--- config.mk ---
export PLATFORM = sky130hd
export DESIGN_NAME = rs_enc_top
export DESIGN_NICKNAME = d
export VERILOG_FILES = /design/src/rtl/rs_enc_pkg.sv /design/src/rtl/rs_parity_lfsr.sv /design/src/rtl/rs_frame_ctrl.sv /design/src/rtl/rs_enc_top.sv
export SDC_FILE = /design/constraint.sdc
export NUM_CORES = 1
export LEC_CHECK = 0
export CORE_MARGIN = 8
export CORE_UTILIZATION = 50
export DETAILED_ROUTE_END_ITERATION = 10
export GPL_TIMING_DRIVEN = 0
export HOLD_SLACK_MARGIN = 0.03
export PLACE_DENSITY = 0.74
export SETUP_SLACK_MARGIN = 0.5
export SLEW_MARGIN = 20
export SYNTH_ARGS = -nofsm -noshare
export SYNTH_HDL_FRONTEND = slang
export SYNTH_SLANG_ARGS = --single-unit
--- constraint.sdc ---
create_clock -name clk -period 3.19 [get_ports clk]
set_input_delay 0.957 -clock clk [delete_from_list [all_inputs] [get_ports clk]]
set_output_delay 0.957 -clock clk [all_outputs]
set_load 0.03 [all_outputs]
--- src/rtl/rs_enc_pkg.sv ---
package rs_enc_pkg;

    typedef enum logic [1:0] {
        PH_IDLE,
        PH_MSG,
        PH_PAR
    } phase_e;

    typedef enum logic [1:0] {
        OP_HOLD,
        OP_SEED,
        OP_FEED,
        OP_DRAIN
    } lfsr_op_e;

    typedef struct packed {
        logic vld;
        logic sof;
        logic eof;
        logic from_par;
    } beat_ctl_t;

    // Multiply two GF(2^m) elements, reducing by poly (poly includes x^m).
    function automatic int unsigned gf_mul(int unsigned a, int unsigned b,
                                           int m, int unsigned poly);
        int unsigned acc = 0;
        int unsigned x   = a;
        for (int i = 0; i < 16; i++) begin
            if (i < m) begin
                if (((b >> i) & 1) != 0) acc = acc ^ x;
                x = x << 1;
                if (((x >> m) & 1) != 0) x = x ^ poly;
            end
        end
        return acc;
    endfunction

    // alpha^e in GF(2^m), alpha being the root of poly.
    function automatic int unsigned gf_alpha_pow(int e, int m, int unsigned poly);
        int unsigned r   = 1;
        int          ord = (1 << m) - 1;
        int          k   = e % ord;
        for (int i = 0; i < k; i++) begin
            r = r << 1;
            if (((r >> m) & 1) != 0) r = r ^ poly;
        end
        return r;
    endfunction

endpackage

--- src/rtl/rs_parity_lfsr.sv ---
module rs_parity_lfsr
    import rs_enc_pkg::*;
#(
    parameter int          SYM_W      = 3,
    parameter int          NPAR       = 4,
    parameter int unsigned POLY       = 11,
    parameter int          FIRST_ROOT = 1
) (
    input  logic             clk,
    input  logic             rst,
    input  lfsr_op_e         op,
    input  logic [SYM_W-1:0] din,
    output logic [SYM_W-1:0] par_top
);

    typedef logic [NPAR:0][SYM_W-1:0] gen_t;

    // Generator polynomial coefficients, index = degree, g[NPAR] = 1.
    function automatic gen_t build_gen();
        gen_t        g = '0;
        int unsigned t;
        g[0] = SYM_W'(1);
        for (int i = 0; i < NPAR; i++) begin
            int unsigned root;
            root = gf_alpha_pow(FIRST_ROOT + i, SYM_W, POLY);
            for (int j = NPAR; j >= 1; j--) begin
                t    = gf_mul(32'(g[j]), root, SYM_W, POLY);
                g[j] = g[j-1] ^ t[SYM_W-1:0];
            end
            t    = gf_mul(32'(g[0]), root, SYM_W, POLY);
            g[0] = t[SYM_W-1:0];
        end
        return g;
    endfunction

    localparam gen_t GEN = build_gen();

    logic [SYM_W-1:0] par_q [NPAR];
    logic [SYM_W-1:0] par_d [NPAR];
    logic [SYM_W-1:0] fb;

    always_comb begin
        unique case (op)
            OP_SEED: fb = din;
            OP_FEED: fb = din ^ par_q[NPAR-1];
            default: fb = '0;
        endcase
    end

    for (genvar i = 0; i < NPAR; i++) begin : g_tap
        int unsigned      mul_full;
        logic [SYM_W-1:0] tap;
        logic [SYM_W-1:0] prev;

        always_comb mul_full = gf_mul(32'(fb), 32'(GEN[i]), SYM_W, POLY);
        assign tap = mul_full[SYM_W-1:0];

        if (i == 0) begin : g_low
            assign prev = '0;
        end else begin : g_up
            assign prev = (op == OP_SEED) ? '0 : par_q[i-1];
        end

        assign par_d[i] = prev ^ tap;
    end

    always_ff @(posedge clk) begin
        if (rst) begin
            for (int i = 0; i < NPAR; i++) par_q[i] <= '0;
        end else if (op != OP_HOLD) begin
            for (int i = 0; i < NPAR; i++) par_q[i] <= par_d[i];
        end
    end

    assign par_top = par_q[NPAR-1];

endmodule

--- src/rtl/rs_frame_ctrl.sv ---
module rs_frame_ctrl
    import rs_enc_pkg::*;
#(
    parameter int              K_LEN      = 3,
    parameter int              NPAR       = 4,
    parameter bit              PUNCT_ON   = 1'b0,
    parameter logic [NPAR-1:0] PUNCT_MASK = '1
) (
    input  logic      clk,
    input  logic      rst,
    input  logic      in_vld,
    input  logic      in_sof,
    input  logic      in_eof,
    output lfsr_op_e  op,
    output beat_ctl_t ctl,
    output logic      ready
);

    localparam int MCW = $clog2(K_LEN + 1);
    localparam int PCW = $clog2(NPAR + 1);
    localparam logic [NPAR-1:0] KEEP = PUNCT_ON ? PUNCT_MASK : {NPAR{1'b1}};

    function automatic int last_kept(logic [NPAR-1:0] m);
        int r = 0;
        for (int i = 0; i < NPAR; i++) if (m[i]) r = i;
        return r;
    endfunction

    localparam int LAST_KEPT = last_kept(KEEP);

    phase_e           phase_q, phase_d;
    logic [MCW-1:0]   mcnt_q, mcnt_d;
    logic [PCW-1:0]   pcnt_q, pcnt_d;
    logic             take_sof;

    assign take_sof = in_vld & in_sof;

    always_comb begin
        phase_d = phase_q;
        mcnt_d  = mcnt_q;
        pcnt_d  = pcnt_q;
        op      = OP_HOLD;
        ctl     = '0;
        if (take_sof) begin
            op      = OP_SEED;
            ctl.vld = 1'b1;
            ctl.sof = 1'b1;
            mcnt_d  = MCW'(1);
            pcnt_d  = '0;
            phase_d = in_eof ? PH_PAR : PH_MSG;
        end else begin
            unique case (phase_q)
                PH_MSG: begin
                    if (in_vld) begin
                        op      = OP_FEED;
                        ctl.vld = 1'b1;
                        mcnt_d  = mcnt_q + 1'b1;
                        if (in_eof || mcnt_q == MCW'(K_LEN - 1)) begin
                            phase_d = PH_PAR;
                            pcnt_d  = '0;
                        end
                    end
                end
                PH_PAR: begin
                    op           = OP_DRAIN;
                    ctl.from_par = 1'b1;
                    ctl.vld      = KEEP[pcnt_q];
                    ctl.eof      = (pcnt_q == PCW'(LAST_KEPT));
                    pcnt_d       = pcnt_q + 1'b1;
                    if (pcnt_q == PCW'(NPAR - 1)) phase_d = PH_IDLE;
                end
                default: ;
            endcase
        end
    end

    always_ff @(posedge clk) begin
        if (rst) begin
            phase_q <= PH_IDLE;
            mcnt_q  <= '0;
            pcnt_q  <= '0;
        end else begin
            phase_q <= phase_d;
            mcnt_q  <= mcnt_d;
            pcnt_q  <= pcnt_d;
        end
    end

    assign ready = (phase_q == PH_IDLE);

endmodule

--- src/rtl/rs_enc_top.sv ---
module rs_enc_top
    import rs_enc_pkg::*;
#(
    parameter int          SYM_W      = 3,
    parameter int          CW_LEN     = 7,
    parameter int          MSG_LEN    = 3,
    parameter int unsigned PRIM_POLY  = 11,
    parameter int          FIRST_ROOT = 1,
    parameter bit          PUNCT_ON   = 1'b0,
    parameter logic [CW_LEN-MSG_LEN-1:0] PUNCT_MASK = 'b0011
) (
    input  logic             clk,
    input  logic             rst,
    input  logic [SYM_W-1:0] in_data,
    input  logic             in_valid,
    input  logic             in_start,
    input  logic             in_end,
    output logic [SYM_W-1:0] out_data,
    output logic             out_valid,
    output logic             out_start,
    output logic             out_end,
    output logic             next_frame
);

    localparam int NPAR = CW_LEN - MSG_LEN;

    if (CW_LEN != (1 << SYM_W) - 1) begin : g_bad_len
        $error("codeword length must be 2^SYM_W - 1");
    end
    if (MSG_LEN < 3 || MSG_LEN > CW_LEN - 2) begin : g_bad_msg
        $error("message length out of range");
    end

    lfsr_op_e         op;
    beat_ctl_t        ctl;
    beat_ctl_t        ctl_q;
    logic [SYM_W-1:0] par_top;
    logic [SYM_W-1:0] data_q;

    rs_frame_ctrl #(
        .K_LEN      (MSG_LEN),
        .NPAR       (NPAR),
        .PUNCT_ON   (PUNCT_ON),
        .PUNCT_MASK (PUNCT_MASK)
    ) u_ctrl (
        .clk    (clk),
        .rst    (rst),
        .in_vld (in_valid),
        .in_sof (in_start),
        .in_eof (in_end),
        .op     (op),
        .ctl    (ctl),
        .ready  (next_frame)
    );

    rs_parity_lfsr #(
        .SYM_W      (SYM_W),
        .NPAR       (NPAR),
        .POLY       (PRIM_POLY),
        .FIRST_ROOT (FIRST_ROOT)
    ) u_lfsr (
        .clk     (clk),
        .rst     (rst),
        .op      (op),
        .din     (in_data),
        .par_top (par_top)
    );

    always_ff @(posedge clk) begin
        if (rst) begin
            ctl_q  <= '0;
            data_q <= '0;
        end else begin
            ctl_q  <= ctl;
            if (!ctl.vld)         data_q <= '0;
            else if (ctl.from_par) data_q <= par_top;
            else                   data_q <= in_data;
        end
    end

    assign out_data  = data_q;
    assign out_valid = ctl_q.vld;
    assign out_start = ctl_q.sof;
    assign out_end   = ctl_q.eof;

endmodule

==> impl_metrics.yaml, run 1 <==
run_status:
  status: "finished clean"
setup_path:
  end_kind: "primary output"
  crit_type: "register to primary output"
  worstPathMaxFanout: 3
  cp.required_ns: 2.23
  worstSetupStartpointType: "register"
  r2r_cells: 9
  worstPathArrival_ns: 1.59
routing:
  wl_met3_um: 130
  drc: 0
  wl_met2_mm: 1.65
  vias: 1317
  ant_nets: 0
  met1_length_mm: 1.60
  drt_first_pass_iters: 4
  drt_iter0_drc: 92
  routed.top_layer: "met4"
  routedWlPerCell_um: 14.9
  viasPerCell: 5.75
  wirelength_mm: 3.42
place:
  post-dp-hpwl_mm: 2.61
  gp_congestion: 0.829
  place_area_um2: 1720
  portBuffers: 12
clock_tree:
  numCtsBuffers: 3
  htree_levels: 1
  ctsResizeCount: 0
  ctsHoldBuffers: 0
  cts_tree: "built"
  clock_latency_ns: 0.32
  clockBufferDepth: 2
  clockRootBuffer: "clkbuf_4"
  cts_sinks: 25
  path_clk_slew_ns: 0.14
  cts_setup_buffers: 0
sta:
  worstMarginPinSlew_ns: 0.525
  period_needed_ns: 2.55
  drv_slew: 0
  period_share_pct: 79.9
  finalHoldViolations: 0
  setup_violations: 0
  max_freq_mhz: 392
  rsz0062_at_grt: "false"
  setup_tns_ns: 0
  hold_ws_ns: 0.481
  max-slew-margin-rel_pct: 65.0
  fin_worst_skew_ns: 0.00742
power_and_ir_drop:
  p_sw_share_pct: 33.0
  intPower_w: 0.000537
  leakage_nw: 0.657
  comb_power_share_pct: 31.2
  p_sw_w: 0.000265
  ir_drop_v: 0.000226
  power_density_nw_per_um2: 459
  seqPwrFrac_pct: 50.6
  p_clk_share_pct: 18.2
yosys:
  synth_edf_count: 12
  synthXorXnorAreaFrac_pct: 6.02
  synth_async_sr_flop_share_pct: 0
  yosysWarnings: 0
  ys_seq_area_share_pct: 39.8
  synth_cell_types: 40
  syn_area_um2: 1560
  synth.net_count: 195
  ys.flop_type: "dfxtp_1"
  syn_area_per_cell_um2: 8.65
  synth-seq-cells: 25
  synth_top_family_by_area: "simple AND/OR/NAND/NOR gates"
  synth_area_leaders: "edfxtp_1 23%, dfxtp_1 17%, nand2_1 6.5%, ha_1 5.6%, a21oi_1 4.5%"
  synth-compound-area-share_pct: 20.2
  synthAdderAreaFrac_pct: 5.62
  yosys.area.top_type: "edfxtp_1"
  synth_cells: 180
  synthMuxAreaShare_pct: 0.643
  synth-simple-area-share_pct: 21.6
  synth_top_area_share_pct: 23.1
layout:
  drive_gt1_share_pct: 7.65
  diodes: 0
  utilization_pct: 58.2
  stdcell_area_um2: 1750
  fillers: 273
  nets: 212
  areaGrowthSynthToFinish_pct: 12.1
global_routing:
  grt_pass1_vias: 1338
  overflow: 0
  antenna_found_initial: 0
  grt_max_degree: 14
  grt_pass1_wl_mm: 5.79
  gr-usage-all-layers_pct: 13.9
worst_hold_path:
  hold_depth: 2
  hp-class: "register to register"
die:
  die_y_um: 71.8
  core_um2: 3000
  start_util_pct: 51.9
  die_w_um: 71.8
  io_pins: 15
  row_count: 20
  die_area_um2: 5160
flow_run:
  maxCapViolCount: 0
[final timing paths]
check,slack (ns),end,start
setup reg to reg,0.75,u_lfsr.par_q[0][10],u_ctrl.phase_q[0]
hold / removal,0.48,u_ctrl.pcnt_q[2],u_ctrl.pcnt_q[2]
hold reg to reg,0.48,u_ctrl.pcnt_q[2],u_ctrl.pcnt_q[2]
setup / recovery,0.64,next_frame,u_ctrl.phase_q[0]
[cell type report]
class	count	area, um2	area share (%)
inverters	7	26.3	1.50
well taps	33	41.3	2.36
plain buffers	12	68.8	3.94
multi-input cells	136	842	48.2
flip-flops and latches	25	621	35.5
repair buffers	12	120	6.88
clock buffers	4	27.5	1.58
[per-stage QoR]
| step | power [W] | setup slack [ns] | cells |
|---|---|---|---|
| floorplan | 0.000595 | 0.546 | 180 |
| global placement | 0.000648 | 0.446 | 225 |
| detailed placement | 0.000662 | 0.431 | 225 |
| CTS | 0.000804 | 0.639 | 229 |
| global route | 0.000846 | 0.582 | 229 |
| finish | 0.000802 | 0.642 | 229 |
[power groups by stage]
stage          Sequential, W  Clock, W  Combinational [W]
6_report            0.000406  0.000146           0.000251
5_1_grt             0.000412  0.000156           0.000278
4_1_cts             0.000405  0.000148           0.000250
3_5_place_dp        0.000413         0           0.000249
3_3_place_gp        0.000409         0           0.000239
2_1_floorplan       0.000412         0           0.000183
[routing by layer]
layer | vias to the layer above | GRT usage, %
li1 | 663 | -
met1 | 625 | 16.3
met4 | 0 | 5.22
met3 | 4 | 2.79
met2 | 25 | 24.0
met5 | - | 0
[cell usage after synthesis (2+ instances only)]
library cell,n
or2_2,3
edfxtp_1,12
o31a_1,2
xor2_1,2
or3_1,2
clkbuf_1,8
ha_1,7
buf_6,3
o211ai_1,6
o22ai_1,4
nand3_1,3
nand2b_1,7
o21ai_0,8
and2_1,2
or3b_2,2
inv_1,7
a22oi_1,2
o22a_1,2
xnor2_1,6
nor3_1,2
dfxtp_1,13
nor2_1,17
a21oi_1,14
nand2_1,27
a211oi_1,4
[flip-flops by register name (all words and copies together) (netlist names)]
register and count:
out_valid 1, u_ctrl.phase_q 2, out_end 1, u_ctrl.mcnt_q 2, out_start 1, u_lfsr.par_q 12
u_ctrl.pcnt_q 3, out_data 3
[worst max-delay path, stage by stage, from the launching register on]
cell	delay, ns
dfxtp_1	0.35
inv_1	0.10
ha_1	0.15
clkdlybuf4s50_1	0.66
[logic make-up after synthesis]
logic type      Yosys count
simple gates             70
mux                       1
xor+xnor                  9
buf+inv                  19
fa+ha+maj                 7
flops                    25
compound gates           49
[cell usage in the layout (no fill, tap or decap), types with 3 or more instances in the layout]
cell,n
o211ai_1,6
xnor2_1,6
clkbuf_4,3
ha_1,7
a211oi_1,4
inv_1,7
nand2b_1,7
clkbuf_1,8
nand2_1,27
buf_6,3
dfxtp_1,13
a21oi_1,14
o22ai_1,4
o21ai_0,8
edfxtp_1,12
or2_2,3
nand3_1,3
clkdlybuf4s50_1,12
nor2_1,17
Power figures use the tool's default switching activity.
==> run 2: changes to the inputs <==
--- a/config.mk
+++ b/config.mk
@@ -10,7 +10,7 @@
 export DETAILED_ROUTE_END_ITERATION = 10
 export GPL_TIMING_DRIVEN = 0
 export HOLD_SLACK_MARGIN = 0.03
-export PLACE_DENSITY = 0.74
+export PLACE_DENSITY = 0.77
 export SETUP_SLACK_MARGIN = 0.5
 export SLEW_MARGIN = 20
 export SYNTH_ARGS = -nofsm -noshare
==> constraint.sdc (replaced) <==
create_clock -name clk -period 2.1 [get_ports clk]
set_input_delay 0.63 -clock clk [delete_from_list [all_inputs] [get_ports clk]]
set_output_delay 0.63 -clock clk [all_outputs]
set_load 0.03 [all_outputs]
==> run 2 against run 1 <==
Compared with the run above:
- clock power rose by 51%
- die area is the same
- combinational power grew 110%
- highest routed layer unchanged
==> impl_metrics.yaml, run 2 (same netlist as run 1, synthesis figures left out) <==
routing:
  drt_first_pass_iters: 5
  viasPerCell: 5.85
  vias: 1415
  routedWlPerCell_um: 16.7
  drt_iter0_drc: 74
  drc: 0
  wirelength_mm: 4.05
  ant_nets: 0
layout:
  diodes: 0
  layout_commonest_cell: "nand2_1"
  fin_cells: 242
  nets: 225
  stdcell_area_um2: 2040
  max_flop_register: "u_lfsr.par_q"
  areaGrowthSynthToFinish_pct: 30.8
  largest_reg_flops: 12
  utilization_pct: 67.8
  final_cell_mix: "26 x nand2_1, 16 x nor2_1, 12 x buf_4, 12 x edfxtp_1"
  drive_gt1_share_pct: 31.6
setup_path:
  crit_type: "register to register"
  worstPathMaxFanout: 5
  worstSetupStartpointType: "register"
  cp.required_ns: 2.29
  r2r_cells: 8
  end_kind: "register"
  worstPathArrival_ns: 2.25
sta:
  setup_tns_ns: 0
  fin_worst_skew_ns: 0.00294
  drv_slew: 0
  max_freq_mhz: 486
  worstMarginPinSlew_ns: 0.515
  finalHoldViolations: 0
  max-slew-margin-rel_pct: 65.7
  period_needed_ns: 2.06
  period_share_pct: 98.0
  rsz0062_at_grt: "true"
  setup_violations: 0
power_and_ir_drop:
  power_w: 0.00137
  seqPwrFrac_pct: 45.2
  p_sw_w: 0.000471
  comb_power_share_pct: 38.8
  intPower_w: 0.000903
  p_clk_share_pct: 16.0
  ir_drop_v: 0.000432
  p_sw_share_pct: 34.3
  leakage_nw: 0.805
  power_density_nw_per_um2: 675
clock_tree:
  path_clk_slew_ns: 0.14
  cts_tree: "built"
  clock_latency_ns: 0.32
  clockBufferDepth: 2
  htree_levels: 1
  numCtsBuffers: 3
  clockRootBuffer: "clkbuf_4"
  cts_sinks: 25
global_routing:
  grt_max_degree: 15
  overflow: 0
  grt_pass1_wl_mm: 6.42
  gr-usage-all-layers_pct: 15.6
  grt_pass1_vias: 1393
  antenna_found_initial: 0
die:
  die_area_um2: 5160
  io_pins: 15
  row_count: 20
  start_util_pct: 51.9
  die_w_um: 71.8
  die_y_um: 71.8
  core_um2: 3000
worst_hold_path:
  hold_depth: 2
  hp-class: "register to register"
place:
  place_area_um2: 1800
  gp_congestion: 0.822
  portBuffers: 12
  post-dp-hpwl_mm: 2.50
  dp.cells: 225
run_status:
  status: "finished clean"
flow_run:
  maxCapViolCount: 0
[run 2: cell types whose count changed in the layout (fill, tap and decap cells not counted), sizes merged]
cell           before  now
clkinv              0    1
dlymetal6s2s        0    1
clkbuf             12   11
dlygate4sd2         0    2
clkdlybuf4s15       0    2
buf                 4   22
clkdlybuf4s50      12    2
[run 2: final timing paths]
kind                startpoint  slack [ns]                   to
max          u_ctrl.phase_q[0]        0.04  u_lfsr.par_q[0][10]
min           u_ctrl.pcnt_q[1]        0.49     u_ctrl.pcnt_q[1]
max reg2reg  u_ctrl.phase_q[0]        0.04  u_lfsr.par_q[0][10]
min reg2reg   u_ctrl.pcnt_q[1]        0.49     u_ctrl.pcnt_q[1]
[run 2: power groups by stage]
| stage | combinational, W | clock, W | sequential (W) |
|---|---|---|---|
| 6_report | 0.000533 | 0.000220 | 0.000621 |
| 5_1_grt | 0.000577 | 0.000236 | 0.000627 |
| 4_1_cts | 0.000478 | 0.000224 | 0.000619 |
| 3_5_place_dp | 0.000421 | 0 | 0.000627 |
| 3_3_place_gp | 0.000407 | 0 | 0.000623 |
| 2_1_floorplan | 0.000325 | 0 | 0.000627 |
[run 2: final cells by class]
type,count,area [um2]
Multi-Input combinational cell,136,987
Fill cell,227,966
Sequential cell,25,628
Timing Repair Buffer,25,205
Buffer,12,114
Tap cell,33,41.3
Inverter,7,33.8
Clock buffer,3,22.5
Clock inverter,1,5.00
[run 2: timing repair]
action	4_1_cts	5_1_grt
buffers inserted	10	3
pin swaps	8	8
endpoints found under the setup margin	33	35
hold buffers	0	0
gates resized for setup	40	31
cloned	0	0
[run 2: critical path: stages, from the launching register on]
cell	delay, ns
dfxtp_4	0.40
inv_6	0.05
ha_2	0.21
nand2b_4	0.17
or3_4	0.33
o22a_1	0.21
buf_6	0.14
xor3_1	0.33
nor2_1	0.09
[run 2: per-layer routing]
metal	up-vias	global-route usage (%)	share of wire [%]
met4	0	5.90	1.6
li1	692	-	-
met5	-	0	0
met1	674	18.8	43
met2	41	26.6	50
met3	8	3.07	4.7
[run 2: metrics by stage]
stage | setup slack, ns | hold slack [ns]
2_1_floorplan | -0.124 | 0.438
6_report | 0.0411 | 0.494
3_5_place_dp | -0.328 | 0.468
5_1_grt | 0.00259 | 0.501
4_1_cts | 0.0783 | 0.486
3_3_place_gp | -0.324 | 0.452
